--- src/rtl/pdm_cap_pkg.sv ---
package pdm_cap_pkg;

    localparam int unsigned NUM_PINS = 2;
    localparam int unsigned NUM_CH   = 2 * NUM_PINS;

    typedef enum logic [1:0] {
        PWR_FULL  = 2'd0,
        PWR_LOW1  = 2'd1,
        PWR_LOW2  = 2'd2,
        PWR_LOW3  = 2'd3
    } pwr_code_e;

    typedef struct packed {
        logic rise;
        logic fall;
    } edge_stb_t;

endpackage

--- src/rtl/pdm_clk_gen.sv ---
module pdm_clk_gen
    import pdm_cap_pkg::*;
#(
    parameter int unsigned DIV_W = 8
) (
    input  logic             clk,
    input  logic             rst,
    input  logic             run,
    input  logic [DIV_W-1:0] half_div,
    output logic             mclk,
    output edge_stb_t        stb
);

    typedef struct packed {
        logic             active;
        logic             mclk;
        logic [DIV_W-1:0] cnt;
    } gen_st_t;

    gen_st_t          st_d, st_q;
    logic [DIV_W-1:0] last_cnt;
    logic             wrap;

    always_comb begin
        st_d     = st_q;
        stb      = '0;
        last_cnt = (half_div < DIV_W'(2)) ? DIV_W'(1) : half_div - DIV_W'(1);
        wrap     = (st_q.cnt >= last_cnt);
        if (!st_q.active) begin
            if (run) begin
                st_d.active = 1'b1;
                st_d.cnt    = '0;
            end
        end else if (!run && !st_q.mclk) begin
            // stop only while low
            st_d.active = 1'b0;
            st_d.cnt    = '0;
        end else if (wrap) begin
            st_d.cnt  = '0;
            st_d.mclk = ~st_q.mclk;
            stb.rise  = run & ~st_q.mclk;
            stb.fall  = run &  st_q.mclk;
        end else begin
            st_d.cnt = st_q.cnt + DIV_W'(1);
        end
    end

    always_ff @(posedge clk) begin
        if (rst) st_q <= '0;
        else     st_q <= st_d;
    end

    assign mclk = st_q.mclk;

endmodule

--- src/rtl/pdm_sync.sv ---
module pdm_sync #(
    parameter int unsigned WIDTH = 2
) (
    input  logic             clk,
    input  logic             rst,
    input  logic [WIDTH-1:0] din,
    output logic [WIDTH-1:0] dout
);

    typedef struct packed {
        logic [WIDTH-1:0] s1;
        logic [WIDTH-1:0] s2;
    } sync_st_t;

    sync_st_t st_d, st_q;

    always_comb begin
        st_d.s1 = din;
        st_d.s2 = st_q.s1;
    end

    always_ff @(posedge clk) begin
        if (rst) st_q <= '0;
        else     st_q <= st_d;
    end

    assign dout = st_q.s2;

endmodule

--- src/rtl/pdm_pin_cap.sv ---
module pdm_pin_cap
    import pdm_cap_pkg::*;
(
    input  logic       clk,
    input  logic       rst,
    input  edge_stb_t  stb,
    input  logic       en,
    input  logic       dual,
    input  logic       din,
    output logic [1:0] data,
    output logic [1:0] valid
);

    typedef struct packed {
        logic [1:0] data;
        logic [1:0] valid;
    } cap_st_t;

    cap_st_t st_d, st_q;

    always_comb begin
        st_d       = st_q;
        st_d.valid = '0;
        if (stb.rise && en) begin
            st_d.data[0]  = din;
            st_d.valid[0] = 1'b1;
        end
        if (stb.fall && en && dual) begin
            st_d.data[1]  = din;
            st_d.valid[1] = 1'b1;
        end
    end

    always_ff @(posedge clk) begin
        if (rst) st_q <= '0;
        else     st_q <= st_d;
    end

    assign data  = st_q.data;
    assign valid = st_q.valid;

endmodule

--- src/rtl/pdm_mic_capture.sv ---
module pdm_mic_capture
    import pdm_cap_pkg::*;
#(
    parameter int unsigned DIV_W = 8
) (
    input  logic              clk,
    input  logic              rst,
    input  logic              mic_func_en,
    input  logic [1:0]        pwr_state,
    input  logic [1:0]        pin_en,
    input  logic [1:0]        pin_dual,
    input  logic [DIV_W-1:0]  half_div,
    input  logic [1:0]        pdm_in,
    output logic              mclk_out,
    output logic              mclk_oe,
    output logic [3:0]        ch_data,
    output logic [3:0]        ch_valid
);

    logic                run;
    edge_stb_t           stb;
    logic [NUM_PINS-1:0] pin_sync;

    assign run     = mic_func_en && (pwr_state == PWR_FULL) && (|pin_en);
    assign mclk_oe = mic_func_en;

    pdm_clk_gen #(.DIV_W(DIV_W)) i_clk_gen (
        .clk      (clk),
        .rst      (rst),
        .run      (run),
        .half_div (half_div),
        .mclk     (mclk_out),
        .stb      (stb)
    );

    pdm_sync #(.WIDTH(NUM_PINS)) i_sync (
        .clk  (clk),
        .rst  (rst),
        .din  (pdm_in),
        .dout (pin_sync)
    );

    for (genvar p = 0; p < NUM_PINS; p++) begin : g_pin
        pdm_pin_cap i_cap (
            .clk   (clk),
            .rst   (rst),
            .stb   (stb),
            .en    (pin_en[p]),
            .dual  (pin_dual[p]),
            .din   (pin_sync[p]),
            .data  (ch_data[2*p +: 2]),
            .valid (ch_valid[2*p +: 2])
        );
    end

endmodule

--- config.mk ---
export PLATFORM = sky130hd
export DESIGN_NAME = pdm_mic_capture
export DESIGN_NICKNAME = d
export VERILOG_FILES = /design/src/rtl/pdm_cap_pkg.sv /design/src/rtl/pdm_clk_gen.sv /design/src/rtl/pdm_sync.sv /design/src/rtl/pdm_pin_cap.sv /design/src/rtl/pdm_mic_capture.sv
export SDC_FILE = /design/constraint.sdc
export NUM_CORES = 1
export LEC_CHECK = 0
export BUFFER_PORTS_ARGS = -buffer_cell sky130_fd_sc_hd__clkbuf_2
export CORE_UTILIZATION = 53
export DETAILED_ROUTE_END_ITERATION = 10
export PLACE_DENSITY = 0.83
export SYNTH_ARGS = -nofsm -noshare
export SYNTH_HDL_FRONTEND = slang
export SYNTH_SLANG_ARGS = --single-unit
--- constraint.sdc ---
create_clock -name clk -period 4 [get_ports clk]
set_input_delay 0.6 -clock clk [delete_from_list [all_inputs] [get_ports clk]]
set_output_delay 0.6 -clock clk [all_outputs]
set_load 0.03 [all_outputs]
==> impl_metrics.toml <==
[cells_and_area]
instances_no_fill = 204
nFillCells = 204
drive_above_1_share_pct = 22.73
final_cell_mix = "clkbuf_2, nand2_1, dfxtp_1"
seq_area_um2 = 440.4
area_growth_pct = 13.22
mostFrequentLayoutCell = "clkbuf_2"
final_nets = 206
final_util_pct = 64.65
multiInputGateArea_um2 = 783.3
stdcell_area_um2 = 1458
diodes = 0

[synthesis]
synthDistinctLibCells = 43
yosys.area.top_type_share_pct = 34.21
syn_nets = 180
ys_warn_count = 0
yosysSeqAreaShare_pct = 34.21
post-synth-top-area-cell = "dfxtp_1"
synth_cells = 151
synth_edf_count = 0
synth_seq_cells = 22
synthesis.area_um2 = 1287
async_reset_ff_share_pct = 0
synth_area_leaders = "dfxtp_1, ha_1, nand2_1, nand3_1, nor2_1"
syn_avg_cell_area_um2 = 8.526
synth_flop_cell = "dfxtp_1"

[grt]
gr-usage-met1_pct = 24.68
gr-usage-met2_pct = 36.62
top_usage_layer = "met2"
grt_pass1_wl_um = 4140
grtUsageTotal_pct = 21.22
antenna_found_initial = 0
first_global_vias = 1010
met3_usage_pct = 5.357
grt_max_degree = 21
gr-total-overflow = 0

[min_path]
holdPathStages = 1
min_path_type = "register to register"

[cts]
cts_buffer_depth = 2
htree_num_levels = 1
numCtsBuffers = 3
clk_pin_slew_ps = 120
cts.sinks = 22
cts_root_buf = "clkbuf_4"
cts_setup_buffers = 0
hold_buffers = 0
cts.repair.resized = 0
clock_latency_ps = 310
tritoncts = "built"

[setup_path]
required_ps = 4200
cp.depth = 13
path_max_fanout = 7
critical_path.max_stage_delay_ps = 390
end_kind = "register"
crit_family = "simple AND/OR/NAND/NOR gates"
start_kind = "input pin"
cp_common_cell = "ha_1"
crit_arrival_ps = 3260
reg2reg_depth = 6
worstPathCellList = "clkbuf_2, inv_1, ha_1, nand2_1, or3_1, nor3_1, a21oi_1, ha_1, and3_4, a221o_1, a21oi_2, nand2b_1, mux2_4"
crit_buf_inv = 2
critical_path_class = "input pin to register"
crit_slowest_cell = "a221o_1"

[route]
drc = 0
wire_per_inst_um = 11.54
antenna_left = 0
drtIter0Drc = 21
vias = 1137
dr.pass1.iters = 4
wl_um = 2354
avgViaCountPerCell = 5.574

[sta]
drv_slew = 0
setup_violations = 0
finalSetupTns_ps = 0
max_freq_ghz = 0.3274
finClkSkew_ps = 10.01
fin_crit_sh_pct = 76.35
worst_pin_slew_ps = 549.9
min_period_ps = 3054
rsz0062_at_grt = "no"
fin_ws_ps = 946.0
hold_violations = 0
whs_ps = 453.0
slew_headroom_pct = 63.23

[power_and_ir_drop]
p_leak_nw = 0.6228
power.density_nw_per_um2 = 264.9
p_total_mw = 0.3861
peakVddDrop_uv = 250.6

[placed_design]
detailedPlace.worstSlack_ps = 627.0
routabilityCongestion = 0.8101
place_area_um2 = 1421
hpwl_um = 1897
portBuffers = 28
placedCellCount = 200

[floorplan]
die_width_um = 51.29
io_pins = 29
die_y_um = 51.29
die_area_um2 = 2630
start_util_pct = 57.10
num_rows = 17
core_area_um2 = 2255

[outcome]
status = "completed"

[job]
cap_violations = 0
-- routing by layer --
| metal | part of all wire, % | routed length, um |
|---|---|---|
| met1 | 46 | 1084 |
| met2 | 48 | 1134 |
| met3 | 4.2 | 98 |
| met4 | 1.5 | 36 |
| met5 | 0 | 0 |
-- cell usage after synthesis (3+ instances only) --
library cell and number:
nor2_1 10, mux2i_1 3, ha_1 10, a21oi_1 4
nand3_1 8, inv_1 6, nor3_1 6, dfxtp_1 22
nand2_1 25, nor2b_1 6, a31oi_1 5, clkbuf_1 3
-- flip-flops by register name, summed over array words and instances (netlist names) --
name,flops
i_clk_gen.mclk,1
i_sync.dout,2
g_pin.i_cap.valid,4
i_sync.st_d,2
g_pin.i_cap.data,4
i_clk_gen.st_q,9
-- where the power goes --
group | internal (mW) | switching, mW
clock | 0.0556 | 0.0640
sequential | 0.221 | 0.000687
combinational | 0.0190 | 0.0257
-- worst paths after layout --
kind	slack (ps)	startpoint	to
hold reg to reg	450	i_sync.st_d[0]	i_sync.dout[0]
setup / recovery	950	half_div[0]	i_clk_gen.mclk
hold / removal	450	i_sync.st_d[0]	i_sync.dout[0]
setup reg to reg	1810	i_clk_gen.st_q[5]	i_clk_gen.mclk
-- area by class of cell --
class | count | share of cell area [%]
inverters | 6 | 1.545
repair buffers | 28 | 9.614
multi-input cells | 116 | 53.73
flip-flops and latches | 22 | 30.21
well taps | 28 | 2.403
clock buffers | 4 | 2.489
-- cells by family after synthesis --
kind of cell    synth area share [%]
xor+xnor                       2.722
buf+inv                        4.955
mux                            3.498
simple gates                   28.09
fa+ha+maj                      9.718
flops                          34.21
compound gates                 16.81
Note: power is estimated with default switching activity, not from simulation.
